## src/rtl/pwm_bank_pkg.sv

```systemverilog
package pwm_bank_pkg;
  localparam int unsigned WORD_W    = 32;
  localparam int unsigned EN_BIT    = 31;
  localparam int unsigned DUTY_LSB  = 16;
  localparam int unsigned SCALE_LSB = 0;
endpackage

```

## src/rtl/pwm_regs.sv

```systemverilog
module pwm_regs #(
  parameter int unsigned NUM_CH    = 4,
  parameter int unsigned ADDR_W    = 8,
  parameter int unsigned STRIDE_LG = 4
) (
  input  logic                                          clk,
  input  logic                                          rst,
  input  logic                                          bus_sel,
  input  logic                                          bus_wr,
  input  logic [ADDR_W-1:0]                             bus_addr,
  input  logic [pwm_bank_pkg::WORD_W-1:0]               bus_wdata,
  output logic [pwm_bank_pkg::WORD_W-1:0]               bus_rdata,
  output logic [NUM_CH-1:0][pwm_bank_pkg::WORD_W-1:0]   ctrl
);
  localparam int unsigned IDX_W = ADDR_W - STRIDE_LG;

  logic [IDX_W-1:0]       idx;
  logic                   aligned;
  logic [NUM_CH-1:0]      hit;
  logic [pwm_bank_pkg::WORD_W-1:0] rd_mux;

  assign idx     = bus_addr[ADDR_W-1:STRIDE_LG];
  assign aligned = (bus_addr[STRIDE_LG-1:0] == '0);

  // One-hot channel match; out-of-range indices match nothing.
  always_comb begin
    rd_mux = '0;
    for (int c = 0; c < NUM_CH; c++) begin
      hit[c] = aligned && (idx == IDX_W'(c));
      if (hit[c]) rd_mux = ctrl[c];
    end
  end

  always_ff @(posedge clk) begin
    if (rst) begin
      ctrl      <= '0;
      bus_rdata <= '0;
    end else if (bus_sel) begin
      if (bus_wr) begin
        for (int c = 0; c < NUM_CH; c++)
          if (hit[c]) ctrl[c] <= bus_wdata;
      end else begin
        bus_rdata <= rd_mux;
      end
    end
  end
endmodule

```

## src/rtl/pwm_tick_gen.sv

```systemverilog
module pwm_tick_gen #(
  parameter int unsigned SCALE_W = 13
) (
  input  logic               clk,
  input  logic               rst,
  input  logic               clr,
  input  logic [SCALE_W-1:0] limit,
  output logic               tick
);
  logic [SCALE_W-1:0] cnt;

  assign tick = !clr && (cnt == limit);

  always_ff @(posedge clk) begin
    if (rst || clr || tick) cnt <= '0;
    else                    cnt <= cnt + 1'b1;
  end
endmodule

```

## src/rtl/pwm_chan.sv

```systemverilog
module pwm_chan #(
  parameter int unsigned DUTY_W  = 8,
  parameter int unsigned SCALE_W = 13
) (
  input  logic               clk,
  input  logic               rst,
  input  logic               en,
  input  logic [DUTY_W-1:0]  duty,
  input  logic [SCALE_W-1:0] scale,
  output logic               pwm_o
);
  logic               run;
  logic [DUTY_W-1:0]  act_duty;
  logic [SCALE_W-1:0] act_scale;
  logic [DUTY_W-1:0]  tick_cnt;
  logic               tick;
  logic               last;
  logic [DUTY_W:0]    next_pos;

  pwm_tick_gen #(.SCALE_W(SCALE_W)) u_tick (
    .clk  (clk),
    .rst  (rst),
    .clr  (!run || !en),
    .limit(act_scale),
    .tick (tick)
  );

  assign last     = tick && (tick_cnt == '1);
  assign next_pos = {1'b0, tick_cnt} + 1'b1;

  always_ff @(posedge clk) begin
    if (rst || !en) begin
      run       <= 1'b0;
      act_duty  <= '0;
      act_scale <= '0;
      tick_cnt  <= '0;
      pwm_o     <= 1'b0;
    end else if (!run || last) begin
      // Frame start: take the configuration in force for the whole frame.
      run       <= 1'b1;
      act_duty  <= duty;
      act_scale <= scale;
      tick_cnt  <= '0;
      pwm_o     <= (duty != '0);
    end else if (tick) begin
      tick_cnt  <= tick_cnt + 1'b1;
      pwm_o     <= (next_pos < {1'b0, act_duty});
    end
  end
endmodule

```

## src/rtl/pwm_bank.sv

```systemverilog
module pwm_bank #(
  parameter int unsigned NUM_CH    = 4,
  parameter int unsigned ADDR_W    = 8,
  parameter int unsigned STRIDE_LG = 4,
  parameter int unsigned DUTY_W    = 8,
  parameter int unsigned SCALE_W   = 13
) (
  input  logic                            clk,
  input  logic                            rst,
  input  logic                            bus_sel,
  input  logic                            bus_wr,
  input  logic [ADDR_W-1:0]               bus_addr,
  input  logic [pwm_bank_pkg::WORD_W-1:0] bus_wdata,
  output logic [pwm_bank_pkg::WORD_W-1:0] bus_rdata,
  output logic [NUM_CH-1:0]               pwm_o
);
  import pwm_bank_pkg::*;

  logic [NUM_CH-1:0][WORD_W-1:0] ctrl;
  logic [NUM_CH-1:0]             chan_en;
  logic [NUM_CH-1:0]             unused_rsvd;

  pwm_regs #(
    .NUM_CH(NUM_CH), .ADDR_W(ADDR_W), .STRIDE_LG(STRIDE_LG)
  ) u_regs (
    .clk      (clk),
    .rst      (rst),
    .bus_sel  (bus_sel),
    .bus_wr   (bus_wr),
    .bus_addr (bus_addr),
    .bus_wdata(bus_wdata),
    .bus_rdata(bus_rdata),
    .ctrl     (ctrl)
  );

  for (genvar g = 0; g < NUM_CH; g++) begin : g_chan
    assign chan_en[g]     = ctrl[g][EN_BIT];
    assign unused_rsvd[g] = ^{ctrl[g][EN_BIT-1:DUTY_LSB+DUTY_W],
                              ctrl[g][DUTY_LSB-1:SCALE_LSB+SCALE_W]};

    pwm_chan #(.DUTY_W(DUTY_W), .SCALE_W(SCALE_W)) u_chan (
      .clk  (clk),
      .rst  (rst),
      .en   (chan_en[g]),
      .duty (ctrl[g][DUTY_LSB +: DUTY_W]),
      .scale(ctrl[g][SCALE_LSB +: SCALE_W]),
      .pwm_o(pwm_o[g])
    );
  end
endmodule

```

## config.mk

```make
export PLATFORM = sky130hd
export DESIGN_NAME = pwm_bank
export DESIGN_NICKNAME = d
export VERILOG_FILES = /design/src/rtl/pwm_bank_pkg.sv /design/src/rtl/pwm_regs.sv /design/src/rtl/pwm_tick_gen.sv /design/src/rtl/pwm_chan.sv /design/src/rtl/pwm_bank.sv
export SDC_FILE = /design/constraint.sdc
export NUM_CORES = 1
export LEC_CHECK = 0
export BUFFER_PORTS_ARGS = -buffer_cell sky130_fd_sc_hd__buf_2
export CORE_ASPECT_RATIO = 0.9
export CORE_MARGIN = 2
export CORE_UTILIZATION = 60
export DETAILED_ROUTE_END_ITERATION = 16
export PLACE_DENSITY = 0.87
export SYNTH_ARGS = -nofsm -noshare
export SYNTH_HDL_FRONTEND = slang
export SYNTH_SLANG_ARGS = --single-unit
```

## constraint.sdc

```tcl
create_clock -name clk -period 4.3 [get_ports clk]
set_clock_uncertainty 0.05 [all_clocks]
set_input_delay 0 -clock clk [delete_from_list [all_inputs] [get_ports clk]]
set_output_delay 0 -clock clk [all_outputs]
set_load 0.01 [all_outputs]
```

# [After elaboration in Yosys (flattened, before gate mapping)]
# Cells that the tools add are included.
[totals] regBits=336 inputBits=44
[op_classes] muxes=12 eq_ne=11 addsub=12 magnitude_cmp=4 n_reduce_logical=63 n_bitwise=1
[op_table] cell="$mux W32" count=4
[op_table] cell="$add A13 B1 Y13 const B" count=4
[op_table] cell="$eq A13 B13 Y1" count=4
[op_table] cell="$add A8 B1 Y9 const B" count=4
[op_table] cell="$lt A9 B8 Y1" count=4
[op_table] cell="$add A8 B1 Y8 const B" count=4
[op_table] cell="$eq A8 B8 Y1 const B" count=4
[op_table] cell="$reduce_bool A8 Y1" count=4
[op_table] cell="$logic_or A1 B1 Y1" count=20
[op_table] cell="$logic_and A1 B1 Y1" count=12
[op_table] cell="$logic_not A1 Y1" count=12
[op_table] cell="$reduce_and A3 Y1" count=4
[op_table] cell="$eq A4 B2 Y1 const B" count=2
[op_table] cell="$logic_not A4 Y1" count=2
[op_table] cell="$mux W1" count=8
[op_table] cell="$reduce_bool A2 Y1" count=4
[op_table] cell="$reduce_or A2 Y1" count=4
[op_table] cell="$eq A4 B1 Y1 const B" count=1
[op_table] cell="$reduce_and A2 Y1" count=1
[op_table] cell="$not A1 Y1" count=1

# [Depth between registers and ports, before layout]
[logic_depth] depth_word=7 depth_mapped=11 ltp_nobuf=11

# [Hierarchy]
# Synthesis repeated with hierarchy kept, for this count alone.
[hier_totals] cells_unflattened=1711 area_unflattened_um2=16243.1
[by_module_without_submodules] mod="pwm_regs" cells_per_inst=683 area_each_um2=7079.3 n_inst=1 seq_area_each_um2=3203.1
[by_module_without_submodules] mod="pwm_chan" cells_per_inst=179 area_each_um2=1512.7 n_inst=4 seq_area_each_um2=620.6
[by_module_without_submodules] mod="pwm_tick_gen" cells_per_inst=78 area_each_um2=778.2 n_inst=4 seq_area_each_um2=260.2

# [Worst setup path before layout]
# Ideal clock, no wire load.
[synth_timing] path_kind="reg2reg" start="register g_chan[0].u_chan.tick_cnt[0]" end="register g_chan[0].u_chan.pwm_o" path_stages_with_launch=11 arrival_time_ns=2.144 setup_ns=0.070 required_ns=4.180 synth_period_minus_slack_ns=2.264 setup_slack_ns=2.036 path_cell_list="dfxtp_1 > ha_1 > nand3_1 > nor2_1 > xor2_1 > ha_1 > a21o_1 > a211oi_1 > o31ai_1 > a31o_2 > a21oi_1"
[synth_via] elab_chain_cells=4
[synth_lines] item="start: declaration" line="pwm_chan.sv:15" rtl="logic [DUTY_W-1:0] tick_cnt;"
[synth_lines] item="start signal: assignment" line="pwm_chan.sv:46" rtl="tick_cnt <= tick_cnt + 1'b1;"
[synth_lines] item="$add A8 B1 Y9" line="pwm_chan.sv:29" rtl="assign next_pos = {1'b0, tick_cnt} + 1'b1;"
[synth_lines] item="via g_chan[0].u_chan.next_pos[6]" line="pwm_chan.sv:18" rtl="logic [DUTY_W:0] next_pos;"
[synth_lines] item="$lt A9 B8 Y1" line="pwm_chan.sv:47" rtl="pwm_o <= (next_pos < {1'b0, act_duty});"
[synth_lines] item="$mux W1" line="pwm_chan.sv:45" rtl="end else if (tick) begin"
[synth_lines] item="$mux W1" line="pwm_chan.sv:38" rtl="end else if (!run || last) begin"
[synth_lines] item="end signal: assignment" line="pwm_chan.sv:44" rtl="pwm_o <= (duty != '0);"
[synth_lines] item="end signal: assignment" line="pwm_chan.sv:47"
[synth_lines] item="end: declaration" line="pwm_chan.sv:10" rtl="output logic pwm_o"
# The timed path passes the listed nets, and every way through them passes these cells. The select of a mux whose other input is x is not followed.
# A chain may end at the register's enable or synchronous reset.

# [Final worst setup path]
[layout_timing] start="register g_chan[1].u_chan.u_tick.cnt[2]" end="register g_chan[1].u_chan.tick_cnt[0]"
[layout_via] elab_chain_cells=5
[layout_lines] item="start: declaration" line="pwm_tick_gen.sv:10" rtl="logic [SCALE_W-1:0] cnt;"
[layout_lines] item="start signal: assignment" line="pwm_tick_gen.sv:16" rtl="else cnt <= cnt + 1'b1;"
[layout_lines] item="$eq A13 B13 Y1 *" line="pwm_tick_gen.sv:12" rtl="assign tick = !clr && (cnt == limit);"
[layout_lines] item="$logic_and A1 B1 Y1 *" line="pwm_tick_gen.sv:12"
[layout_lines] item="$logic_and A1 B1 Y1" line="pwm_chan.sv:28" rtl="assign last = tick && (tick_cnt == '1);"
[layout_lines] item="$logic_or A1 B1 Y1" line="pwm_chan.sv:38"
[layout_lines] item="$reduce_or A2 Y1 (no source line)"
[layout_lines] item="end signal: assignment" line="pwm_chan.sv:46"
[layout_lines] item="end: declaration" line="pwm_chan.sv:15"
# Mark *: on every way between the ends. The rest lies on a longest branch, timed or not.

==> load_flow_metrics.sql <==
INSERT INTO impl_metrics (metric_group, metric, value, unit) VALUES
('status', 'outcome', 'completed', ''),
('worst_setup_path', 'critical_path.cell_chain', 'xnor2_1 > nand4_1 > or4_4 > o21ai_4 > or2_2 > nor2_1', ''),
('synth', 'netlist-cell-type-count', '49', ''),
('worst_setup_path', 'max_stage_delay', '750', 'ps'),
('detailed_routing', 'antenna_violating_nets_post_route', '0', ''),
('power', 'power.density_cell_area', '371', 'mW/mm^2'),
('sta', 'rsz0062_at_grt', 'no', ''),
('job', 'cap_violations', '0', ''),
('clocking', 'number_of_clock_sinks', '336', ''),
('sta', 'timing.final.max_slew_violations', '0', ''),
('global_route', 'overflow', '0', ''),
('sta', 'report.final.hold_viol_count', '0', ''),
('die', 'design.die.area', '0.0261', 'mm^2'),
('finish', 'final_cell_mix', 'dfxtp_1 (336), nand2_1 (309), nor2_1 (203)', ''),
('power', 'combPwrFrac', '2.8', '%'),
('finish', 'antenna_cells_inserted', '0', ''),
('power', 'p_int', '0.00490', 'W'),
('synth', 'synth-async-reset-ratio', '0', '%'),
('global_route', 'grt_antenna_before_repair', '1', ''),
('detailed_routing', 'route.detailed.vias_per_inst', '5.94', ''),
('synth', 'ys_ff_latch', '336', ''),
('power', 'ir_drop', '0.379', 'mV'),
('synth', 'commonest_register_cell_after_synthesis', 'dfxtp_1', ''),
('detailed_routing', 'drt_pass1_iterations', '6', ''),
('worst_setup_path', 'worst_setup_start_kind', 'flip-flop', ''),
('finish', 'syn_to_final_growth', '12.5', '%'),
('synth', 'synthesis.yosys.warnings', '0', ''),
('global_route', 'maximum_number_of_pins_on_one_net_before_global_route_repair', '108', ''),
('power', 'net_switching_power', '0.00133', 'W'),
('worst_setup_path', 'crit_path_max_fanout', '23', ''),
('sta', 'max_slew_margin', '15.8', '%'),
('sta', 'final_worst_path_cycle_share', '62.5', '%'),
('worst_setup_path', 'timing.reg2reg.worst_path_depth', '6', ''),
('die', 'ports_placed_on_the_boundary', '80', ''),
('detailed_routing', 'highest-signal-layer', 'met4', ''),
('placed_design', 'pre_cts_slack', '1350', 'ps'),
('power', 'sw_frac_of_total', '21.3', '%'),
('synth', 'synth.net_count', '1861', ''),
('placed_design', 'detailed_place_hpwl', '25900', 'um'),
('clocking', 'htree_levels', '2', ''),
('sta', 'max_slew.worst_pin.slew', '1260', 'ps'),
('synth', 'synth.yosys.seq_area_share', '45.1', '%'),
('die', 'fp.coreArea', '0.0243', 'mm^2'),
('clocking', 'clk_pin_slew', '60', 'ps'),
('detailed_routing', 'via_count', '12900', ''),
('synth', 'synth_area_per_cell', '8.37', 'um^2'),
('detailed_routing', 'wire_length_on_met1', '15400', 'um'),
('sta', 'timing.final.crit_period', '2690', 'ps'),
('finish', 'final-seq-area', '0.00673', 'mm^2'),
('min_path', 'holdPathStages', '5', ''),
('finish', 'multiInputGateArea', '0.00755', 'mm^2'),
('worst_setup_path', 'worst_ep_required_time', '4650', 'ps'),
('finish', 'fraction_of_final_layout_cells_sized_beyond_drive_strength_1', '8.97', '%'),
('die', 'starting_density_of_the_core', '61.3', '%'),
('global_route', 'grt_usage', '29.0', '%'),
('worst_setup_path', 'setup.worst_path.end_class', 'flip-flop', ''),
('sta', 'clock.fmax', '372', 'MHz'),
('placed_design', 'buffer_ports.inserted', '79', ''),
('clocking', 'source_to_sink_clock_delay_at_the_later_pin_of_the_worst_skew_pair', '510', 'ps'),
('finish', 'layout.filler_cells', '1800', ''),
('min_path', 'worstHoldPathType', 'input port to flip-flop', ''),
('sta', 'setup_tns', '0', 'ps'),
('detailed_routing', 'drt-wirelength-per-cell', '17.6', 'um'),
('synth', 'syn-cell-area', '0.0149', 'mm^2'),
('global_route', 'first_global_vias', '12400', ''),
('clocking', 'post_cts_setup_buffer_count', '0', ''),
('detailed_routing', 'drc', '0', ''),
('die', 'die_width', '170', 'um'),
('finish', 'net_total_in_the_final_layout', '1918', ''),
('die', 'std_cell_rows', '54', ''),
('clocking', 'tritoncts', 'yes', '');
[per-stage QoR]
stage / area [um^2] / hold slack (ps) / total power (W) / utilization, %
3_3_place_gp: 15300 / 236 / 0.00332 / 63.0
2_1_floorplan: 14900 / 86.0 / 0.00325 / -
4_1_cts: 16800 / 41.2 / 0.00624 / 69.0
5_1_grt: 16800 / 82.4 / 0.00638 / 69.0
6_report: 16800 / 71.1 / 0.00623 / 69.0
3_5_place_dp: 15300 / 240 / 0.00332 / 63.0
[flip-flops by register name (all words and copies together) (netlist names)]
register and cells:
g_chan.u_chan.act_duty 32, g_chan.u_chan.act_scale 52, g_chan.u_chan.pwm_o 4, g_chan.u_chan.run 4, g_chan.u_chan.tick_cnt 32, g_chan.u_chan.u_tick.cnt 52, u_regs.bus_rdata 32, u_regs.ctrl 128
[timing repair]
action,in CTS,in global routing
resized for setup,0,0
hold endpoints to repair,149,0
hold buffers,35,0
[power by group through the flow]
stage	sequential, W	combinational (W)	clock (W)
floorplan	0.00318	0.0000705	0
global placement	0.00318	0.000137	0
detailed placement	0.00318	0.000138	0
CTS	0.00311	0.000163	0.00296
global route	0.00311	0.000178	0.00309
finish	0.00311	0.000172	0.00294
[cell type report]
type                            count  share of cell area [%]
Clock inverter                      7                   0.373
Inverter                           41                   0.917
Clock buffer                       53                    6.24
Tap cell                          308                    2.30
Multi-Input combinational cell   1297                    45.0
Sequential cell                   336                    40.1
Timing Repair Buffer              127                    5.04
[worst max-delay path, delay by kind of cell, from the launching register on]
kind	cells	cell delay [ps]
AND/OR/NAND/NOR	4	1150
AO/OA/AOI/OAI	1	750
flip-flops	1	470
XOR/XNOR	1	170
[Yosys cell counts (all sizes together), types with 8 or more instances]
library cell	instances	share of area [%]
nor2	204	5.1
o21ai	45	1.6
xor2	74	4.3
xnor2	62	3.6
nor3	36	1.2
nand4	14	0.59
buf	27	1.3
ha	36	3.0
a211oi	33	1.7
clkbuf	79	2.0
nor2b	36	1.5
or3	8	0.34
and3	26	1.1
nor4	20	1.1
dfxtp	336	45
nand2	309	7.8
inv	41	1.0
o211ai	32	1.6
mux2i	86	5.8
a21oi	185	6.2
nand3	46	1.5
[layer usage]
metal  track usage (%)  vias to the layer above
li1                  -                     6119
met1              37.5                     6019
met2              47.0                      599
met3              5.64                      137
met4              13.7                        0
met5                 0                        -
[worst paths after layout]
check	start	end	slack (ps)
worst max-delay path	g_chan[1].u_chan.u_tick.cnt[2]	g_chan[1].u_chan.tick_cnt[0]	1610
worst min register to register	u_regs.bus_rdata[9]	u_regs.bus_rdata[9]	400
worst min-delay path	bus_addr[4]	u_regs.ctrl[61]	70
worst max register to register	g_chan[1].u_chan.u_tick.cnt[2]	g_chan[1].u_chan.tick_cnt[0]	1610
[logic make-up after synthesis]
logic type	count (synthesis)	share of synthesized area [%]
xor+xnor	136	7.99
mux	86	5.77
flops	336	45.1
compound gates	316	12.2
buf+inv	148	4.39
simple gates	723	21.5
fa+ha+maj	36	3.02
(Power assumes the default switching activity.)
